`src/rtl/csr_exec_pkg.sv`:
```
package csr_exec_pkg;

  localparam int INSN_W    = 32;
  localparam int CSR_NUM_W = 14;
  localparam int REG_IDX_W = 5;
  localparam int EXC_W     = 6;

  localparam logic [7:0]       GROUP_TAG   = 8'h04;
  localparam logic [EXC_W-1:0] EXC_NONE    = 6'h00;
  localparam logic [EXC_W-1:0] EXC_ILLEGAL = 6'h0D;
  localparam logic [EXC_W-1:0] EXC_PRIV    = 6'h0E;

  typedef enum logic [1:0] {
    OP_NONE  = 2'd0,
    OP_READ  = 2'd1,
    OP_WRITE = 2'd2,
    OP_XCHG  = 2'd3
  } csr_op_e;

endpackage

```
`src/rtl/csr_op_decode.sv`:
```
module csr_op_decode
  import csr_exec_pkg::*;
(
  input  logic                 insn_valid,
  input  logic [INSN_W-1:0]    insn,
  output csr_op_e              op,
  output logic [CSR_NUM_W-1:0] csr_num,
  output logic [REG_IDX_W-1:0] rj_idx,
  output logic [REG_IDX_W-1:0] rd_idx
);

  logic in_group;

  assign csr_num  = insn[23:10];
  assign rj_idx   = insn[9:5];
  assign rd_idx   = insn[4:0];
  assign in_group = insn_valid && (insn[31:24] == GROUP_TAG);

  // selector field doubles as opcode: 0 read, 1 write, otherwise exchange
  always_comb begin
    op = OP_NONE;
    if (in_group) begin
      if (rj_idx == '0)
        op = OP_READ;
      else if (rj_idx == REG_IDX_W'(1))
        op = OP_WRITE;
      else
        op = OP_XCHG;
    end
  end

endmodule

```
`src/rtl/csr_bit_merge.sv`:
```
module csr_bit_merge #(
  parameter int DATA_W = 64
) (
  input  logic              exchange,
  input  logic [DATA_W-1:0] old_val,
  input  logic [DATA_W-1:0] src_val,
  input  logic [DATA_W-1:0] mask_val,
  output logic [DATA_W-1:0] new_val
);

  // per bit: keep the old bit only for an exchange with a clear mask bit
  for (genvar b = 0; b < DATA_W; b++) begin : g_bit
    assign new_val[b] = (exchange && !mask_val[b]) ? old_val[b] : src_val[b];
  end

endmodule

```
`src/rtl/csr_refresh_match.sv`:
```
module csr_refresh_match #(
  parameter int                         NUM_W     = 14,
  parameter int                         N_ENTRIES = 4,
  parameter logic [N_ENTRIES*NUM_W-1:0] LIST      = '0
) (
  input  logic [NUM_W-1:0] csr_num,
  output logic             hit
);

  logic [N_ENTRIES-1:0] entry_hit;

  for (genvar e = 0; e < N_ENTRIES; e++) begin : g_entry
    assign entry_hit[e] = (csr_num == LIST[e*NUM_W +: NUM_W]);
  end

  assign hit = |entry_hit;

endmodule

```
`src/rtl/csr_exec_unit.sv`:
```
module csr_exec_unit
  import csr_exec_pkg::*;
#(
  parameter int DATA_W    = 64,
  parameter int N_REFRESH = 4,
  parameter logic [N_REFRESH*CSR_NUM_W-1:0] REFRESH_LIST =
    {14'h018, 14'h005, 14'h002, 14'h000}
) (
  input  logic                 clk,
  input  logic                 rst_n,
  input  logic                 insn_valid,
  input  logic [INSN_W-1:0]    insn,
  input  logic                 user_mode,
  input  logic [DATA_W-1:0]    rd_value,
  input  logic [DATA_W-1:0]    rj_value,
  input  logic [DATA_W-1:0]    csr_rdata,
  input  logic                 csr_defined,
  input  logic                 csr_readonly,
  output logic [CSR_NUM_W-1:0] csr_addr,
  output logic                 csr_we,
  output logic [DATA_W-1:0]    csr_wdata,
  output logic                 wb_en,
  output logic [REG_IDX_W-1:0] wb_idx,
  output logic [DATA_W-1:0]    wb_data,
  output logic                 exc_valid,
  output logic [EXC_W-1:0]     exc_code,
  output logic                 refresh_req
);

  localparam int SYNC_STAGES = 2;

  // ---------------- reset release synchroniser ----------------
  logic [SYNC_STAGES-1:0] rst_pipe;
  logic                   rst_q_n;

  always_ff @(posedge clk or negedge rst_n) begin
    if (!rst_n) rst_pipe <= '0;
    else        rst_pipe <= {rst_pipe[SYNC_STAGES-2:0], 1'b1};
  end
  assign rst_q_n = rst_pipe[SYNC_STAGES-1];

  // ---------------- decode ----------------
  csr_op_e              op;
  logic [CSR_NUM_W-1:0] csr_num;
  logic [REG_IDX_W-1:0] rj_idx;
  logic [REG_IDX_W-1:0] rd_idx;

  csr_op_decode u_decode (
    .insn_valid (insn_valid),
    .insn       (insn),
    .op         (op),
    .csr_num    (csr_num),
    .rj_idx     (rj_idx),
    .rd_idx     (rd_idx)
  );

  // ---------------- merge and refresh lookup ----------------
  logic [DATA_W-1:0] merged;
  logic              refresh_hit;

  csr_bit_merge #(.DATA_W(DATA_W)) u_merge (
    .exchange (op == OP_XCHG),
    .old_val  (csr_rdata),
    .src_val  (rd_value),
    .mask_val (rj_value),
    .new_val  (merged)
  );

  csr_refresh_match #(
    .NUM_W     (CSR_NUM_W),
    .N_ENTRIES (N_REFRESH),
    .LIST      (REFRESH_LIST)
  ) u_refresh (
    .csr_num (csr_num),
    .hit     (refresh_hit)
  );

  // ---------------- next-state logic ----------------
  logic              accepted;
  logic              modifies;
  logic              priv_fault;
  logic              ro_fault;
  logic              commit;
  logic              wb_en_d;
  logic              exc_valid_d;
  logic [EXC_W-1:0]  exc_code_d;
  logic [DATA_W-1:0] ret_val;
  logic              refresh_d;

  always_comb begin
    accepted    = (op != OP_NONE);
    modifies    = (op == OP_WRITE) || (op == OP_XCHG);
    priv_fault  = accepted && user_mode;
    ro_fault    = accepted && !user_mode && csr_defined && csr_readonly && modifies;
    exc_valid_d = priv_fault || ro_fault;
    commit      = accepted && !exc_valid_d;
    exc_code_d  = priv_fault ? EXC_PRIV : (ro_fault ? EXC_ILLEGAL : EXC_NONE);
    ret_val     = csr_defined ? csr_rdata : '0;
    wb_en_d     = commit && (rd_idx != '0);
    csr_we      = commit && csr_defined && modifies;
    refresh_d   = csr_we && refresh_hit;
  end

  assign csr_addr  = csr_num;
  assign csr_wdata = merged;

  // ---------------- registers ----------------
  always_ff @(posedge clk or negedge rst_q_n) begin
    if (!rst_q_n) begin
      wb_en       <= 1'b0;
      exc_valid   <= 1'b0;
      refresh_req <= 1'b0;
    end else begin
      wb_en       <= wb_en_d;
      exc_valid   <= exc_valid_d;
      refresh_req <= refresh_d;
    end
  end

  always_ff @(posedge clk or negedge rst_q_n) begin
    if (!rst_q_n) begin
      wb_idx   <= '0;
      wb_data  <= '0;
      exc_code <= EXC_NONE;
    end else if (accepted) begin
      wb_idx   <= rd_idx;
      wb_data  <= ret_val;
      exc_code <= exc_code_d;
    end
  end

  // ---------------- assertions ----------------
  p_user_no_write_r5: assert property (@(posedge clk) disable iff (!rst_q_n)
    (op != OP_NONE && user_mode) |-> !csr_we);

  p_ro_no_write_r7: assert property (@(posedge clk) disable iff (!rst_q_n)
    csr_we |-> (csr_defined && !csr_readonly));

  p_read_no_write_r2: assert property (@(posedge clk) disable iff (!rst_q_n)
    (op == OP_READ) |-> !csr_we);

  p_undef_zero_r6: assert property (@(posedge clk) disable iff (!rst_q_n)
    (wb_en && !$past(csr_defined)) |-> (wb_data == '0));

  p_refresh_after_write_r8: assert property (@(posedge clk) disable iff (!rst_q_n)
    refresh_req |-> $past(csr_we));

  p_no_r0_wb_r9: assert property (@(posedge clk) disable iff (!rst_q_n)
    wb_en |-> (wb_idx != '0));

  p_exc_excl_wb_r10: assert property (@(posedge clk) disable iff (!rst_q_n)
    exc_valid |-> !wb_en);

  p_exc_from_insn_r10: assert property (@(posedge clk) disable iff (!rst_q_n)
    exc_valid |-> $past(insn_valid));

endmodule

```
`config.mk`:
```
export PLATFORM = sky130hd
export DESIGN_NAME = csr_exec_unit
export DESIGN_NICKNAME = d
export VERILOG_FILES = /design/src/rtl/csr_exec_pkg.sv /design/src/rtl/csr_op_decode.sv /design/src/rtl/csr_bit_merge.sv /design/src/rtl/csr_refresh_match.sv /design/src/rtl/csr_exec_unit.sv
export SDC_FILE = /design/constraint.sdc
export NUM_CORES = 1
export LEC_CHECK = 0
export ABC_AREA = 1
export BUFFER_PORTS_ARGS = -buffer_cell sky130_fd_sc_hd__buf_2
export CORE_AREA = 3 3 147 149
export DETAILED_ROUTE_END_ITERATION = 16
export DIE_AREA = 0 0 150 152
export GPL_TIMING_DRIVEN = 0
export PLACE_DENSITY = 0.55
export SETUP_SLACK_MARGIN = 0.15
export SLEW_MARGIN = 10
export SYNTH_ARGS = -nofsm -noshare
export SYNTH_HDL_FRONTEND = slang
export SYNTH_SLANG_ARGS = --single-unit
```
`constraint.sdc`:
```
create_clock -name clk -period 2.4 [get_ports clk]
set_input_delay 0.24 -clock clk [delete_from_list [all_inputs] [get_ports clk]]
set_output_delay 0.24 -clock clk [all_outputs]
set_load 0.005 [all_outputs]
```
==> impl_metrics.toml, run 1 <==
[synth]
synthCells = 724
ys_types = 16
yosys_warnings = 0
synth_top_area_share = 0.397
synth_seq_cells = 77
synth-seq-area-share = 0.397
synth_area_mm2 = 0.00486
synth_area_per_cell_um2 = 6.71
synth_area_leaders = "dfrtp_1 (40%), nand2_1 (21%), nand3_1 (13%), nand4_1 (8.4%), inv_1 (5.8%)"
yosysTopAreaCell = "dfrtp_1"

[detailed_routing]
vias_per_cell = 4.49
wl_per_cell_um = 16.3
ant_nets = 0
remaining_drc_errors = 0
wirelength_um = 22800
drt_iter0_markers = 287
dr_total_vias = 6292
firstDrtPassIters = 5

[timing]
rsz0062_at_grt = "no"
fin_setup_tns_ns = 0
slew_violations = 0
min_period_ns = 2.07
post-route-period-util = 0.864
skew_ns = 0.00784
final-setup-viol-count = 0
worst_pin_slew_ns = 0.831
slew_headroom = 0.446
hold_violations = 0
max_freq_mhz = 482

[place]
dp_hpwl_um = 18300
gp_congestion = 0.876
port_buffers = 384

[power]
seqPwrFrac = 0.412
powerDensity_mw_per_mm2 = 444
vdd_drop_max_mv = 0.295
combPwrFrac = 0.175
p_int_mw = 2.42
power.switching_uw = 898
clockPowerShare = 0.413
switching_share = 0.271
power.leakage_nw = 4.69
fin_total_pwr_mw = 3.32

[critical_path]
cp_slowest_cell = "clkbuf_1"
path_class = "input pin to output pin"
crit_buf_inv = 4
path_depth = 8
r2r_cells = 1
cp_max_fo = 10
critPathArrivalTime_ns = 1.83
path_cells = "buf_2 -> nor2_1 -> nand2_1 -> clkbuf_1 -> clkbuf_1 -> nand4_1 -> nand2_1 -> buf_2"
crit_required_ns = 2.16
ff2ff_setup_slack_ns = 1.49
start_kind = "input pin"
slowest_delay_ns = 0.50
crit_start = "insn[8]"
timing.rr.start = "rst_pipe[1]"
crit_family = "buffers and inverters"
crit_path_end_kind = "output pin"

[floorplan]
start_util = 0.239
io_pins = 387
fp.dieW_um = 150
die-area_mm2 = 0.0228
core_area_mm2 = 0.0203
rows = 52
fp.dieH_um = 152

[clock_tree]
cts-buffers-inserted = 9
clock_latency_ns = 0.34
cts-htree-levels = 3
cts.path.max_buffers = 2
cts_tree = "done"
clock-sinks = 77
clkSlewWorstSetupHoldPaths_ns = 0.07
cts_root_buf = "clkbuf_16"

[cells_and_area]
fin_nets = 1355
synthToLayoutAreaGrowth_pct = 53.9
layout-drive-gt1-share = 0.405
fillCellCount = 2250

[global_routing]
antenna_found_initial = 1
grt_max_degree = 40
grt-ovfl-total = 0
grt_util_all_layers = 0.190
grt_pass1_vias = 6125
grt_pass1_wl_um = 33800

[outcome]
status = "completed"

[min_path]
holdPathStages = 3
hp-class = "input pin to register"
hold_path_startpoint = "insn[1]"

[job]
maxCapViolations = 0
[path summary, 6_finish.rpt]
check	endpoint
max in group asynchronous	wb_data[63]
worst max register to register	wb_data[63]
worst min-delay path	wb_idx[1]
worst max-delay path	csr_wdata[41]
min in group asynchronous	rst_pipe[1]
worst min register to register	wb_data[20]
[through the flow]
step	instances	area [um^2]	setup slack [ns]	hold slack (ns)	utilization
CTS	1397	7450	0.197	0.0915	0.367
floorplan	725	4860	1.06	-0.0556	-
global placement	1379	7120	0.0403	0.0277	0.351
finish	1401	7470	0.326	0.111	0.368
detailed placement	1380	7140	0.0460	0.0268	0.352
global route	1401	7470	0.191	0.121	0.368
[metal layers]
| metal | part of all wire | track usage | up-vias | wire, um |
|---|---|---|---|---|
| met5 | 0 | 0 | - | 0 |
| li1 | - | - | 3128 | - |
| met3 | 0.078 | 0.0396 | 28 | 1790 |
| met2 | 0.47 | 0.321 | 267 | 10700 |
| met1 | 0.43 | 0.240 | 2869 | 9690 |
| met4 | 0.025 | 0.0649 | 0 | 575 |
[placed cells by master, fill, tap and decap left out, drive strengths merged]
cell type	Yosys	final
buf	51	439
nand2	276	276
nand3	131	131
dfrtp	77	77
inv	76	76
nand4	65	65
clkbuf	16	26
nor2	17	17
o21ai	5	5
a21oi	4	4
conb	2	3
clkinv	0	3
nand3b	2	2
nor3	2	2
clkinvlp	0	2
diode	0	1
bufinv	0	1
dlygate4sd3	0	1
[kinds of logic after synthesis]
kind of cell | share of synthesized area
simple gates | 0.452
buf+inv | 0.141
flops | 0.397
compound gates | 0.00927
other cells | 0.00155
[cell usage after synthesis]
cell type,count
a21oi_1,4
buf_2,18
buf_4,33
clkbuf_1,16
conb_1,2
dfrtp_1,77
inv_1,75
inv_2,1
nand2_1,276
nand3_1,131
nand3b_1,2
nand4_1,65
nor2_1,16
nor2_4,1
nor3_1,2
o21ai_0,5
[power groups by stage]
| stage | Combinational, mW | Sequential (mW) | Clock, mW |
|---|---|---|---|
| floorplan | 0.186 | 1.40 | 0 |
| global placement | 0.565 | 1.40 | 0 |
| detailed placement | 0.582 | 1.39 | 0 |
| CTS | 0.587 | 1.37 | 1.42 |
| global route | 0.650 | 1.37 | 1.48 |
| finish | 0.580 | 1.37 | 1.37 |
[registers in the layout, summed over array words and instances (netlist names)]
signal and flops:
wb_data 64, wb_en 1, wb_idx 5, exc_valid 1
rst_pipe 2, exc_code 3, refresh_req 1
[area by class of cell]
type | count | area, um^2 | area share
Inverter | 76 | 285 | 0.0382
Antenna cell | 1 | 2.50 | 0.000335
Timing Repair Buffer | 389 | 1970 | 0.264
Clock buffer | 10 | 229 | 0.0306
Multi-Input combinational cell | 505 | 2250 | 0.301
Buffer | 67 | 399 | 0.0534
Clock inverter | 6 | 63.8 | 0.00854
Tap cell | 270 | 338 | 0.0452
Sequential cell | 77 | 1930 | 0.258
[timing repair]
item                                    4_1_cts  5_1_grt
gates resized for setup                       1        0
pin swaps                                     0        1
endpoints found under the hold margin         2        0
endpoints found under the setup margin       35       35
cloned                                        0        0
setup buffers                                 0        3
hold buffers                                  1        0
No activity file was read; power rests on OpenSTA's default activity.
==> run 2: changes to the inputs <==
- RECOVER_POWER: not set -> 50
==> run 2 against run 1 <==
The flow now finishes with violations (capacitance limit, slew limit); register-to-register slack lost 0.70 ns; clock skew shrank 0.0016 ns; critical path depth did not move; clock-buffer cell count unchanged; worst setup slack hardly changed; utilization is 0.43 points lower; cell count stayed put; flip-flop and latch count stayed put; highest routed layer unchanged.
==> impl_metrics.toml, run 2 (synthesis results as in run 1) <==
[outcome]
status = "complete, but fails checks"
violations = "capacitance limit, slew limit"

[global_routing]
grt_pass1_vias = 6125
grt_max_degree = 40
grt_pass1_wl_um = 33800
antenna_found_initial = 1
grt_util_all_layers = 0.190
grt-ovfl-total = 0

[job]
maxCapViolations = 1

[cells_and_area]
layout_commonest_cell = "buf_2"
multi_input_area_mm2 = 0.00225
layout-drive-gt1-share = 0.346
synthToLayoutAreaGrowth_pct = 52.1
fillCellCount = 2285
reg_top3 = "wb_data (64), wb_idx (5), exc_code (3)"
final_cell_area_mm2 = 0.00739
largest_reg_flops = 64
final_cell_mix = "buf_2 (336), nand2_1 (276), nand3_1 (131)"
regArea_mm2 = 0.00193
fin_nets = 1355
top_register = "wb_data"

[critical_path]
cp_max_fo = 10
path_class = "input pin to output pin"
crit_required_ns = 2.16
crit_end = "csr_wdata[41]"
crit_family = "buffers and inverters"
ff2ff_setup_slack_ns = 0.79
rr_endpoint = "wb_data[62]"
path_depth = 8
r2r_cells = 0
crit_buf_inv = 4
critPathArrivalTime_ns = 1.83
slowest_delay_ns = 0.50
timing.rr.start = "rst_pipe[1]"
cp_slowest_cell = "clkbuf_1"
crit_start = "insn[8]"
path_cells = "buf_2 -> nor2_1 -> nand2_1 -> clkbuf_1 -> clkbuf_1 -> nand4_1 -> nand2_1 -> buf_2"
start_kind = "input pin"
crit_path_end_kind = "output pin"

[min_path]
hold_path_startpoint = "insn[1]"
hp-class = "input pin to register"

[detailed_routing]
wirelength_um = 22800
dr_total_vias = 6299
wl_per_cell_um = 16.3
drt_iter0_markers = 292
remaining_drc_errors = 0
ant_nets = 0
firstDrtPassIters = 4
vias_per_cell = 4.50

[timing]
skew_ns = 0.00621
min_period_ns = 2.07
fin_setup_tns_ns = 0
slew_violations = 37
hold_violations = 0
max_freq_mhz = 482
worst_pin_slew_ns = 1.60
rsz0062_at_grt = "no"
post-route-period-util = 0.864
final-setup-viol-count = 0
holdWs_ns = 0.112
slew_headroom = -0.0652

[clock_tree]
cts-htree-levels = 3
cts-buffers-inserted = 9
clkSlewWorstSetupHoldPaths_ns = 0.07
clock_latency_ns = 0.34
cts_tree = "done"
cts.path.max_buffers = 2
cts_root_buf = "clkbuf_16"
clock-sinks = 77

[power]
power.leakage_nw = 4.43
vdd_drop_max_mv = 0.294
powerDensity_mw_per_mm2 = 448

[floorplan]
die-area_mm2 = 0.0228
core_area_mm2 = 0.0203
fp.dieH_um = 152
fp.dieW_um = 150
rows = 52
start_util = 0.239
io_pins = 387

[place]
gp_congestion = 0.876
port_buffers = 384
dp_hpwl_um = 18300
place_area_mm2 = 0.00714
[run 2: changes by cell type in the layout (fill, tap and decap cells not counted)]
cell and delta:
buf_2 -66, clkbuf_1 +66, buf_4 -2, clkbuf_4 +2
dfrtp_1 +1, dfrtp_4 -1
[run 2: area by class of cell]
type	instances	share of cell area
diodes	1	0.000339
multi-input cells	505	0.305
flip-flops and latches	77	0.261
well taps	270	0.0457
repair buffers	389	0.256
clock buffers	10	0.0310
inverters	76	0.0386
plain buffers	67	0.0540
clock inverters	6	0.00864
[run 2: repair_timing]
action | in CTS | in global routing
buffers inserted | 0 | 3
hold endpoints to repair | 2 | 0
gates resized for setup | 1 | 0
setup endpoints to repair | 35 | 35
pin swaps | 0 | 1
hold buffers | 1 | 0
[run 2: worst min-delay path by stage]
| stage | endpoint | slack [ns] | cells past startpoint |
|---|---|---|---|
| global placement | rst_pipe[0] | 0.03 | 1 |
| finish | wb_idx[1] | 0.11 | 3 |
| global route | wb_idx[0] | 0.12 | 3 |
| floorplan | rst_pipe[0] | -0.06 | 0 |
| detailed placement | rst_pipe[0] | 0.03 | 1 |
| CTS | wb_idx[1] | 0.09 | 3 |
[run 2: through the flow]
stage | setup slack, ns | instances | total power, mW | utilization
4_1_cts | 0.197 | 1397 | 3.37 | 0.367
6_report | 0.326 | 1401 | 3.31 | 0.364
3_3_place_gp | 0.0403 | 1379 | 1.97 | 0.351
2_1_floorplan | 1.06 | 725 | 1.59 | -
3_5_place_dp | 0.0460 | 1380 | 1.97 | 0.352
5_1_grt | 0.191 | 1401 | 3.49 | 0.364
[run 2: report_power, final]
| group | internal (mW) | leakage (nW) | total [mW] | switching [mW] |
|---|---|---|---|---|
| Clock | 0.804 | 0.138 | 1.37 | 0.566 |
| Combinational | 0.271 | 3.23 | 0.571 | 0.300 |
| Sequential | 1.34 | 1.06 | 1.37 | 0.0326 |
[run 2: metal layers]
layer | global-route usage | routed length [um] | up-vias
li1 | - | - | 3126
met1 | 0.240 | 9700 | 2869
met2 | 0.321 | 10800 | 276
met3 | 0.0396 | 1800 | 28
met4 | 0.0649 | 571 | 0
met5 | 0 | 0 | -
[run 2: worst min-delay path, cell delays in order]
cell,delay (ns)
buf_2,0.09
nand2_1,0.05
nand2_1,0.05
